[config.mk]
export PLATFORM = sky130hd
export DESIGN_NAME = txq_fifo_index
export DESIGN_NICKNAME = d
export VERILOG_FILES = /design/src/rtl/txq_pkg.sv /design/src/rtl/txq_popcount.sv /design/src/rtl/txq_head_skip.sv /design/src/rtl/txq_fifo_index.sv
export SDC_FILE = /design/constraint.sdc
export NUM_CORES = 1
export LEC_CHECK = 0
export BUFFER_PORTS_ARGS = -buffer_cell sky130_fd_sc_hd__buf_2
export CORE_MARGIN = 2
export CORE_UTILIZATION = 45
export CTS_CLUSTER_SIZE = 16
export DETAILED_ROUTE_END_ITERATION = 7
export PLACE_DENSITY = 0.68
export SYNTH_ARGS = -nofsm -noshare
export SYNTH_HDL_FRONTEND = slang
export SYNTH_SLANG_ARGS = --single-unit
[constraint.sdc]
create_clock -name clk -period 7.8 [get_ports clk]
set_clock_uncertainty 0.05 [all_clocks]
set_input_delay 0.78 -clock clk [delete_from_list [all_inputs] [get_ports clk]]
set_output_delay 0.78 -clock clk [all_outputs]
set_load 0.005 [all_outputs]
[src/rtl/txq_pkg.sv]
package txq_pkg;

  typedef enum logic [1:0] {
    HEAD_HOLD   = 2'd0,
    HEAD_STEP   = 2'd1,
    HEAD_SKIP   = 2'd2
  } head_move_e;

  // modular add for operands with a < m and b <= m
  function automatic int unsigned wrap_add(input int unsigned a,
                                           input int unsigned b,
                                           input int unsigned m);
    int unsigned s;
    s = a + b;
    if (s >= m) s = s - m;
    return s;
  endfunction

endpackage

[src/rtl/txq_popcount.sv]
module txq_popcount #(
  parameter int W   = 32,
  parameter int CNT_W = 6
) (
  input  logic [W-1:0]     bits,
  output logic [CNT_W-1:0] count
);
  always_comb begin
    count = '0;
    for (int i = 0; i < W; i++) begin
      count = count + CNT_W'(bits[i]);
    end
  end
endmodule

[src/rtl/txq_head_skip.sv]
module txq_head_skip
  import txq_pkg::*;
#(
  parameter int DEPTH = 32,
  parameter int IDX_W = 5,
  parameter int CNT_W = 6
) (
  input  logic [IDX_W-1:0] head,
  input  logic [CNT_W-1:0] occupancy,
  input  logic [DEPTH-1:0] pending,
  input  logic [DEPTH-1:0] cancel,
  output logic [CNT_W-1:0] distance
);
  // live[k]: buffer k places after the head still wants to go out
  logic [DEPTH-1:0] live;

  for (genvar k = 0; k < DEPTH; k++) begin : g_rot
    logic [IDX_W-1:0] slot;
    assign slot    = IDX_W'(wrap_add(32'(head), 32'(k), 32'(DEPTH)));
    assign live[k] = pending[slot] & ~cancel[slot];
  end

  // nearest live buffer inside the occupied window, else empty out
  always_comb begin
    distance = occupancy;
    for (int k = DEPTH - 1; k >= 1; k--) begin
      if (live[k] && (CNT_W'(k) < occupancy)) distance = CNT_W'(k);
    end
  end
endmodule

[src/rtl/txq_fifo_index.sv]
module txq_fifo_index
  import txq_pkg::*;
#(
  parameter int DEPTH          = 32,
  parameter int ADDR_W         = 14,
  parameter int WORDS_PER_ELEM = 4,
  localparam int IDX_W         = $clog2(DEPTH),
  localparam int CNT_W         = IDX_W + 1
) (
  input  logic              clk,
  input  logic              rst_n,
  input  logic              queue_mode,
  input  logic [ADDR_W-1:0] base_addr,
  input  logic [DEPTH-1:0]  add_req,
  input  logic              tx_done,
  input  logic [DEPTH-1:0]  cancel_req,
  input  logic [DEPTH-1:0]  pending,
  output logic [IDX_W-1:0]  get_idx,
  output logic [IDX_W-1:0]  put_idx,
  output logic [CNT_W-1:0]  free_lvl,
  output logic              full,
  output logic [ADDR_W-1:0] elem_addr,
  output logic              add_err
);
  localparam logic [CNT_W-1:0]  CAP    = CNT_W'(DEPTH);
  localparam logic [ADDR_W-1:0] STRIDE = ADDR_W'(WORDS_PER_ELEM);

  logic [IDX_W-1:0] get_q, put_q;
  logic [CNT_W-1:0] occ_q;
  logic             err_q;

  logic [CNT_W-1:0] add_n;
  logic [CNT_W-1:0] skip_dist;
  logic [CNT_W-1:0] head_adv;
  logic [CNT_W-1:0] tail_adv;
  logic             active, nonempty, head_cancel, add_ok, add_bad;
  head_move_e       move;

  txq_popcount #(.W(DEPTH), .CNT_W(CNT_W)) u_count (
    .bits  (add_req),
    .count (add_n)
  );

  txq_head_skip #(.DEPTH(DEPTH), .IDX_W(IDX_W), .CNT_W(CNT_W)) u_skip (
    .head      (get_q),
    .occupancy (occ_q),
    .pending   (pending),
    .cancel    (cancel_req),
    .distance  (skip_dist)
  );

  assign active      = !queue_mode;
  assign nonempty    = (occ_q != '0);
  assign head_cancel = active && nonempty && cancel_req[get_q];

  // head movement: a head cancel outranks a completed transmission
  always_comb begin
    move = HEAD_HOLD;
    if (head_cancel)                     move = HEAD_SKIP;
    else if (active && tx_done && nonempty) move = HEAD_STEP;
  end

  always_comb begin
    unique case (move)
      HEAD_STEP: head_adv = CNT_W'(1);
      HEAD_SKIP: head_adv = skip_dist;
      default:   head_adv = '0;
    endcase
  end

  // admission is judged against the free level held before this edge
  assign add_ok   = active && (add_n != '0) && (add_n <= free_lvl);
  assign add_bad  = active && (add_n > free_lvl);
  assign tail_adv = add_ok ? add_n : '0;

  always_ff @(posedge clk or negedge rst_n) begin
    if (!rst_n) begin
      get_q <= '0;
      put_q <= '0;
      occ_q <= '0;
      err_q <= 1'b0;
    end else begin
      get_q <= IDX_W'(wrap_add(32'(get_q), 32'(head_adv), 32'(DEPTH)));
      put_q <= IDX_W'(wrap_add(32'(put_q), 32'(tail_adv), 32'(DEPTH)));
      occ_q <= occ_q - head_adv + tail_adv;
      err_q <= add_bad;
    end
  end

  assign get_idx   = get_q;
  assign put_idx   = put_q;
  assign free_lvl  = CAP - occ_q;
  assign full      = (occ_q == CAP);
  assign add_err   = err_q;
  assign elem_addr = base_addr + ADDR_W'(put_q) * STRIDE;

  // ---------------- assertions ----------------
  a_r7_no_overflow: assert property (@(posedge clk) disable iff (!rst_n)
    occ_q <= CAP);

  a_r4_tx_step: assert property (@(posedge clk) disable iff (!rst_n)
    (active && tx_done && nonempty && !head_cancel && add_n == '0)
    |=> (free_lvl == $past(free_lvl) + CNT_W'(1)) && (put_idx == $past(put_idx)));

  a_r6_other_cancel_hold: assert property (@(posedge clk) disable iff (!rst_n)
    (active && !tx_done && !cancel_req[get_q] && add_n == '0)
    |=> $stable(get_idx) && $stable(free_lvl));

  a_r7_err_follows: assert property (@(posedge clk) disable iff (!rst_n)
    (active && add_n > free_lvl) |=> add_err && $stable(put_idx));

  a_r8_queue_hold: assert property (@(posedge clk) disable iff (!rst_n)
    queue_mode |=> $stable(get_idx) && $stable(put_idx) && $stable(free_lvl) && !add_err);

  a_r3_full_no_put: assert property (@(posedge clk) disable iff (!rst_n)
    (full && !head_cancel) |=> $stable(put_idx));

  a_r5_skip_frees: assert property (@(posedge clk) disable iff (!rst_n)
    (head_cancel && add_n == '0) |=> free_lvl > $past(free_lvl));
endmodule

Word-level counts from Yosys, hierarchy flattened
Cells that the tools add are included.
- $add $sub $neg: 101
- $lt $le $gt $ge: 98
- equality and inequality tests: 3
- muxes and demuxes: 194
- bitwise gates (word level): 62
- reductions and logical operators: 41
- operator list (operator ; count):
    1-bit binary-select mux with 5-bit select ; 63
    5-bit by 6-bit less-than comparator with 1-bit output, second input constant ; 32
    6-bit two-way mux ; 32
    6-bit greater-or-equal comparator, second input constant ; 31
    6-bit by 1-bit adder with 6-bit output ; 30
    5-bit two-way mux ; 33
    5-bit by 1-bit subtractor with 5-bit output, second input constant ; 33
    5-bit by 5-bit adder with 6-bit output, second input constant ; 16
    5-bit by 6-bit less-than comparator with 1-bit output, first input constant ; 16
    1-bit two-way mux ; 64
    5-bit by 4-bit adder with 6-bit output, second input constant ; 8
    4-bit by 6-bit less-than comparator with 1-bit output, first input constant ; 8
    1-bit logical AND ; 38
    1-bit bitwise AND ; 31
    1-bit inverter ; 31
    5-bit by 3-bit adder with 6-bit output, second input constant ; 4
    3-bit by 6-bit less-than comparator with 1-bit output, first input constant ; 4
    14-bit by 7-bit adder with 14-bit output ; 1
    5-bit by 6-bit adder with 7-bit output ; 2
    7-bit by 6-bit greater-or-equal comparator with 1-bit output, second input constant ; 2
    5-bit by 2-bit adder with 6-bit output, second input constant ; 2
    2-bit by 6-bit less-than comparator with 1-bit output, first input constant ; 2
    6-bit one-hot mux with 2 select lines ; 1
    6-bit nonzero test ; 2
    13 further kinds ; 13
- register bits: 17
- output and inout port bits: 32
- logic and storage cells: 503

Logic depth before layout (Yosys ltp)
Gate-level depths: netlist of run 1.
- depth after elaboration: 43
- mapped depth: 32

Hierarchy
From an unflattened synthesis of run 1, not the netlist that was laid out.
- cells, all modules: 818
- area total of the unflattened synthesis: 7562.3 um^2
- modules (own cells, without submodules) (module ; instances ; cells each ; area each (um^2) ; sequential area each (um^2)):
    txq_head_skip ; 1 ; 498 ; 4673.2 ; 0.0
    txq_fifo_index ; 1 ; 241 ; 2108.3 ; 425.4
    txq_popcount ; 1 ; 79 ; 780.7 ; 0.0

Worst setup path before layout of run 1
No wires, ideal clock.
- path kind: input-to-reg
- from: input add_req[0]
- to: register occ_q[5]
- library setup time: 0.128 ns
- arrival time: 8.246 ns
- slack: -0.624 ns
- stages on the path: 31
- cells stage by stage: ha_1 -> inv_1 -> fa_1 -> inv_1 -> fa_1 -> fa_1 -> fa_1 -> fa_1 -> inv_1 -> fa_1 -> fa_1 -> fa_1 -> inv_1 -> ha_1 -> nor2b_1 -> o21a_1 -> o21a_1 -> o21a_1 -> o211a_1 -> nor2_1 -> nand2_1 -> fa_1 -> inv_1 -> ha_1 -> a21o_1 -> a21oi_1 -> o21bai_1 -> a21oi_1 -> xor2_1 -> xnor2_1 -> xnor2_1
- word-level cells in the longest chain between the ends: 36
- ends and longest elaborated chain (item ; RTL line ; source):
    start, declared ; txq_fifo_index.sv:14 ; input logic [DEPTH-1:0] add_req,
    1-bit by 1-bit adder with 2-bit output (*) ; txq_popcount.sv:11 ; count = count + CNT_W'(bits[i]);
    6-bit by 1-bit adder with 6-bit output (*) (30 in series) ; txq_popcount.sv:11 ;
    parallel branches: the longest is 3 deep, another holds 6-bit <= comparator ; -- ;
    6-bit two-way mux (*) ; txq_fifo_index.sv:74 ; assign tail_adv = add_ok ? add_n : '0;
    6-bit adder (*) ; txq_fifo_index.sv:85 ; occ_q <= occ_q - head_adv + tail_adv;
    end signal, assigned ; txq_fifo_index.sv:85 ;
    end, declared ; txq_fifo_index.sv:29 ; logic [CNT_W-1:0] occ_q;
Mark *: on every way between the ends.

Worst setup path after layout of run 1
- from: input add_req[1]
- to: register occ_q[5]
The elaborated chain is that of the path after synthesis.

==> results of run 1 <==
-- state kept, by name, summed over array words and instances (netlist names) --
register and flops:
put_idx 5, add_err 1, occ_q 6, get_idx 5
-- layout by cell type, fill, tap and decap left out, types with 12 or more instances in the layout --
cell,count
mux2_2,25
mux4_2,89
nand2_1,46
nor2b_1,16
buf_2,139
inv_1,75
fa_1,28
mux2i_1,30
nand2b_1,39
xnor2_1,42
o21ai_0,13
buf_4,31
a21oi_1,38
dfrtp_1,16
a21o_1,12
nor2_1,29
ha_1,42
-- logic make-up after synthesis --
logic type / Yosys count
buf+inv: 128
flops: 17
simple gates: 209
xor+xnor: 55
mux: 146
compound gates: 132
fa+ha+maj: 79
-- per-stage QoR --
stage	hold slack, ns	cells	setup slack [ns]
after floorplan	0.434	766	-0.451
after global placement	0.474	1119	-0.608
after detailed placement	0.489	1119	-0.721
after CTS	0.432	1129	-0.400
after global routing	0.450	1128	-0.650
final	0.417	1128	-0.374
-- layout make-up --
cell class / count / area share, %
Multi-Input combinational cell: 621 / 75.7
Tap cell: 220 / 3.14
Timing Repair Buffer: 178 / 11.6
Sequential cell: 17 / 4.86
Inverter: 88 / 3.82
Clock inverter: 1 / 0.0570
Clock buffer: 3 / 0.855
-- what timing repair did --
action,4_1_cts,5_1_grt
setup buffers,6,1
pin swaps,10,12
endpoints found under the setup margin,3,7
gates resized for setup,20,15
-- routing by layer --
layer  vias up  global-route usage, %
li1       3139                      -
met5         -                      0
met4         0                   6.43
met1      3345                   33.2
met3        45                   3.78
met2       288                   39.1
-- path summary, 6_finish.rpt --
kind,from,to,slack (ns),cells after the start
worst max register to register,get_idx[0]$_DFF_PN0_,occ_q[5]$_DFF_PN0_,1.55,21
min in group clk,put_idx[0]$_DFF_PN0_,put_idx[0]$_DFF_PN0_,0.53,1
max in group asynchronous,rst_n,get_idx[1]$_DFF_PN0_,6.95,1
worst max-delay path,add_req[1],occ_q[5]$_DFF_PN0_,-0.37,32
worst min register to register,put_idx[0]$_DFF_PN0_,put_idx[0]$_DFF_PN0_,0.53,1
worst min-delay path,rst_n,put_idx[0]$_DFF_PN0_,0.42,1
==> impl_results.md, run 1 <==
- Clock root cell: clkbuf_16
- Post-Synth XOR/XNOR Area: under 10%
- FF+latch area: about 430 um^2
- Gr ovfl total: 0
- Core footprint: 16600 um^2
- Synth top area share: between 20% and 30%
- Layout cells sized above 1: between 30% and 40%
- ANT cells: 0
- Most frequent cell after synthesis: mux4_2
- Die H: between 100 and 150 um
- Multi-input logic area: ~6600 um^2
- Max_slew headroom: 22.9%
- Failing checks: setup timing
- Layout Nets: 1102
- Max-slew violation count: 0
- Final Cycle Share: 105%
- Post-synth EDFFs: 0
- Vias/cell: roughly 6
- Wirelength per Cell: about 19 um
- Vias in the first global route: between 6000 and 7000
- Commonest cells post-synth: 89 x mux4_2, 82 x inv_1, 48 x nand2_1
- Synth Area in Simple Gates: about 16%
- Worst Path Required: 7.88 ns
- Synth Area in Compound Gates: between 10% and 20%
- YS warnings: 0
- Clk slew on worst S/H paths: 0.06 ns
- Final Util: 52.9%
- Tightest Hold Check Type: in2async
- Worst path bufs/invs: 6
- Post-Synthesis Cells: approximately 770
- I/O pin count: approximately 150
- Post-Syn Nets: 959
- Prevailing post-synth register cell: dfrtp_1
- Initial antenna violation count: 1
- GP Congestion: ~0.94
- Largest family of logic cells by synthesized area: multiplexers
- Yosys reg bits: 17
- Fmax: around 120 MHz
- Largest net degree at the start of global routing: 59
- Count of different cell masters after synthesis: between 80 and 90
- Cell Rows: 47
- DR WL met2: 10.3 mm
- Fraction of registers with async set/reset: 100%
- Slowest-stage cell, CP: fa_1
- Seq/Total Area, Yosys: under 10%
- Worst path arrival time: about 8.3 ns
- Worst Path Max Fanout: 2
- Syn Area/Cell: about 10 um^2
- I/O Buffers: 141
- Fin. Hold Viols: 0
- Setup ws final: -0.374 ns
- FILL cells: between 1500 and 2000
- Dpl hpwl: 17.7 mm
- Max Cap Viol: 0
- DR top layer: met4
- Worst Setup End Kind: flop
- Drt first pass iters: 5
- Die Footprint: about 18000 um^2
- Remaining DRCs: 0
- Largest area contributor in the netlist: mux4_2
- Routed length on met1: between 8 and 9 mm
- Antenna Nets Post-Route: 0
- Area Overhead vs Synth: 15.1%
- CTS buffer count: 3
- RSZ-0062 raised after global routing: yes
- Cts hold-fix bufs: 0
- Clk buf depth: 2
- Final setup violation count: 2
- TritonCTS clock tree: built
- Routed via count: 6817
- Setup TNS: -0.459 ns
- Synth Area in Adders: 16.1%
- H-tree levels: 1
- Initial DRC count: between 500 and 600
- Worst-margin pin slew: between 1 and 1.5 ns
- Synth area leaders: mux4_2 26%, fa_1 8.4%, ha_1 7.7%, dfrtp_1 5.6%, xnor2_1 4.9%
- Mux share of post-synthesis cell area: roughly 34%
- Critical Path Start Type: input port
- CP peak stage delay: between 0.5 and 0.6 ns
- Family with the most delay on the worst path: adder cells
- WL final: between 20 and 25 mm
- Total track usage: a little under a quarter
- Critical Path Most Common Cell: fa_1
- Design Area, Final: 8780 um^2
- Post-synthesis cell area: around 7600 um^2
- Global-route wire length before repair: 34.4 mm
- Metal3 WL: between 1.5 and 2 mm
- Initial Util: between 40% and 50%
- Clock Latency Late Sink: about 0.25 ns
- Die boundary width: 134 um
- Min Clock Period, post-route: around 8.2 ns
- WS Path Type: in2reg
- Run status: complete, but fails checks
- Clk sink count: 17
- Placed inst area: 8530 um^2
Power of run 1 is left out: the tool's default activity adds up to more than one toggle a clock period on the data nets, which glitch-free logic cannot reach.
==> run 2: changes to the inputs <==
CELL_PAD_IN_SITES_DETAIL_PLACEMENT = 1   (was unset)
CELL_PAD_IN_SITES_GLOBAL_PLACEMENT = 2   (was unset)
CORE_UTILIZATION = 37   (was 45)
GPL_TIMING_DRIVEN = 0   (was unset)
PLACE_DENSITY = 0.85   (was 0.68)
==> impl_results.md, run 2 (same netlist as run 1, synthesis figures left out) <==
- Run status: complete, but fails checks
- Failing checks: setup timing
- FILL cells: between 2000 and 2500
- Clk buf depth: 2
- Clock Latency Late Sink: between 0.2 and 0.3 ns
- Setup ws final: -0.657 ns
- Cell Rows: 52
- Clk sink count: 17
- CTS buffer count: 3
- GP Congestion: a little over 0.9
- Max_slew headroom: about two fifths
- TritonCTS clock tree: built
- Final Util: between 40% and 50%
- Global-route wire length before repair: ~42 mm
- Max Cap Viol: 0
- Final setup violation count: 5
- Slowest-stage cell, CP: fa_1
- Vias in the first global route: approximately 7500
- CP peak stage delay: 0.59 ns
- I/O pin count: around 150
- Hold_ws: 0.406 ns
- Dpl hpwl: between 20 and 25 mm
- Initial Util: 37.7%
- Tightest Hold Check Type: in2async
- H-tree levels: 1
- Total track usage: ~25%
- Fmax: 118 MHz
- WL final: around 27 mm
- ANT cells: 0
- Layout cells sized above 1: 40.5%
- Cts hold-fix bufs: 0
- Die Footprint: around 22000 um^2
- Worst Setup End Kind: flop
- Setup TNS: -1.24 ns
- Min Clock Period, post-route: around 8.5 ns
- Clk slew on worst S/H paths: ~0.06 ns
- Critical Path Most Common Cell: fa_1
- Remaining DRCs: 0
- Top reg by flops: occ_q
- Layout Nets: between 1000 and 1500
- Largest register FFs: 6
- Drt first pass iters: 5
- Fin. Hold Viols: 0
- Initial DRC count: about 410
- Multi-input logic area: 6740 um^2
- Most common cell after layout, fill and taps aside: buf_2
- Initial antenna violation count: 0
- Die boundary width: 148 um
- Vias/cell: slightly below 6
- FF+latch area: about 430 um^2
- Worst Path Required: 7.89 ns
- Area Overhead vs Synth: 19.6%
- Max-slew violation count: 0
- RSZ-0062 raised after global routing: yes
- Post-route insts no fill: 1199
- R2R Setup Slk: 0.72 ns
- Routed via count: about 7000
- Worst path arrival time: 8.54 ns
- Antenna Nets Post-Route: 0
- WS Path Type: in2reg
- Worst Path Max Fanout: 2
- Die H: roughly 150 um
- Commonest cells after routing, fill and taps aside: 146 x buf_2, 89 x mux4_2, 73 x inv_1, 47 x nand2_1, 41 x ha_1
- Largest net degree at the start of global routing: 18
- Worst-margin pin slew: approximately 0.91 ns
- Crit Reg-Reg Startpoint: get_idx[0]$_DFF_PN0_
- I/O Buffers: 143
- Final Cycle Share: 108%
- Worst R2R End: occ_q[5]$_DFF_PN0_
- Critical Path Start Type: input port
- Core footprint: 20200 um^2
- Wirelength per Cell: approximately 23 um
- Placed Cells incl. Taps: around 1200
- Gr ovfl total: 0
- FF-to-FF path depth: 25
- Clock root cell: clkbuf_16
-- run 2: cell types whose count changed in the layout (fill, tap and decap cells not counted), sizes merged --
cell    before  now
buf        178  191
clkbuf       3   11
-- run 2: worst max path at each step --
stage | from | end | cells after the start | slack, ns
after floorplan | add_req[0] | occ_q[5]$_DFF_PN0_ | 31 | -0.45
after global placement | add_req[0] | occ_q[5]$_DFF_PN0_ | 31 | -0.95
after detailed placement | add_req[0] | occ_q[5]$_DFF_PN0_ | 32 | -1.12
after CTS | add_req[1] | occ_q[5]$_DFF_PN0_ | 32 | -0.65
after global routing | add_req[1] | occ_q[5]$_DFF_PN0_ | 32 | -0.91
final | add_req[1] | occ_q[5]$_DFF_PN0_ | 32 | -0.66
-- run 2: routing by layer --
layer  wire length, um  vias up  part of all wire (%)  track usage (%)
met1             11100     3627                    41             32.1
li1                  -     3172                     -                -
met5                 0        -                     0                0
met4               827        0                   3.0             7.60
met2             13800      265                    51             43.9
met3              1600       55                   5.8             2.59
-- run 2: area by class of cell --
type	count	area share, %
sequential	17	4.66
inverter	88	3.70
clock inverter	1	0.0548
clock buffer	3	0.823
tap	270	3.70
multi-input combinational	621	73.8
timing repair buffer	159	9.54
buffer	40	3.72
-- run 2: through the flow --
stage          setup WS (ns)  area, um^2
6_report              -0.657        9130
3_5_place_dp           -1.12        8700
5_1_grt               -0.913        9130
2_1_floorplan         -0.451        7650
4_1_cts               -0.652        9080
3_3_place_gp          -0.946        8700
-- run 2: timing repair --
item                                    in CTS  in global routing
gates cloned                                 0                  0
endpoints found under the setup margin       6                  9
pin swaps                                   38                 35
endpoints found under the hold margin        0                  0
buffers inserted                            18                  5
resized for setup                           38                 18
-- run 2: worst max-delay path, delay by kind of cell --
family / cells / cell delay (ns)
AND/OR/NAND/NOR: 3 / 0.37
buffers and inverters: 6 / 0.30
XOR/XNOR: 3 / 0.45
AO/OA/AOI/OAI: 8 / 1.48
adder cells (fa/ha/maj): 12 / 5.14
Power of run 2 is left out for the same reason.
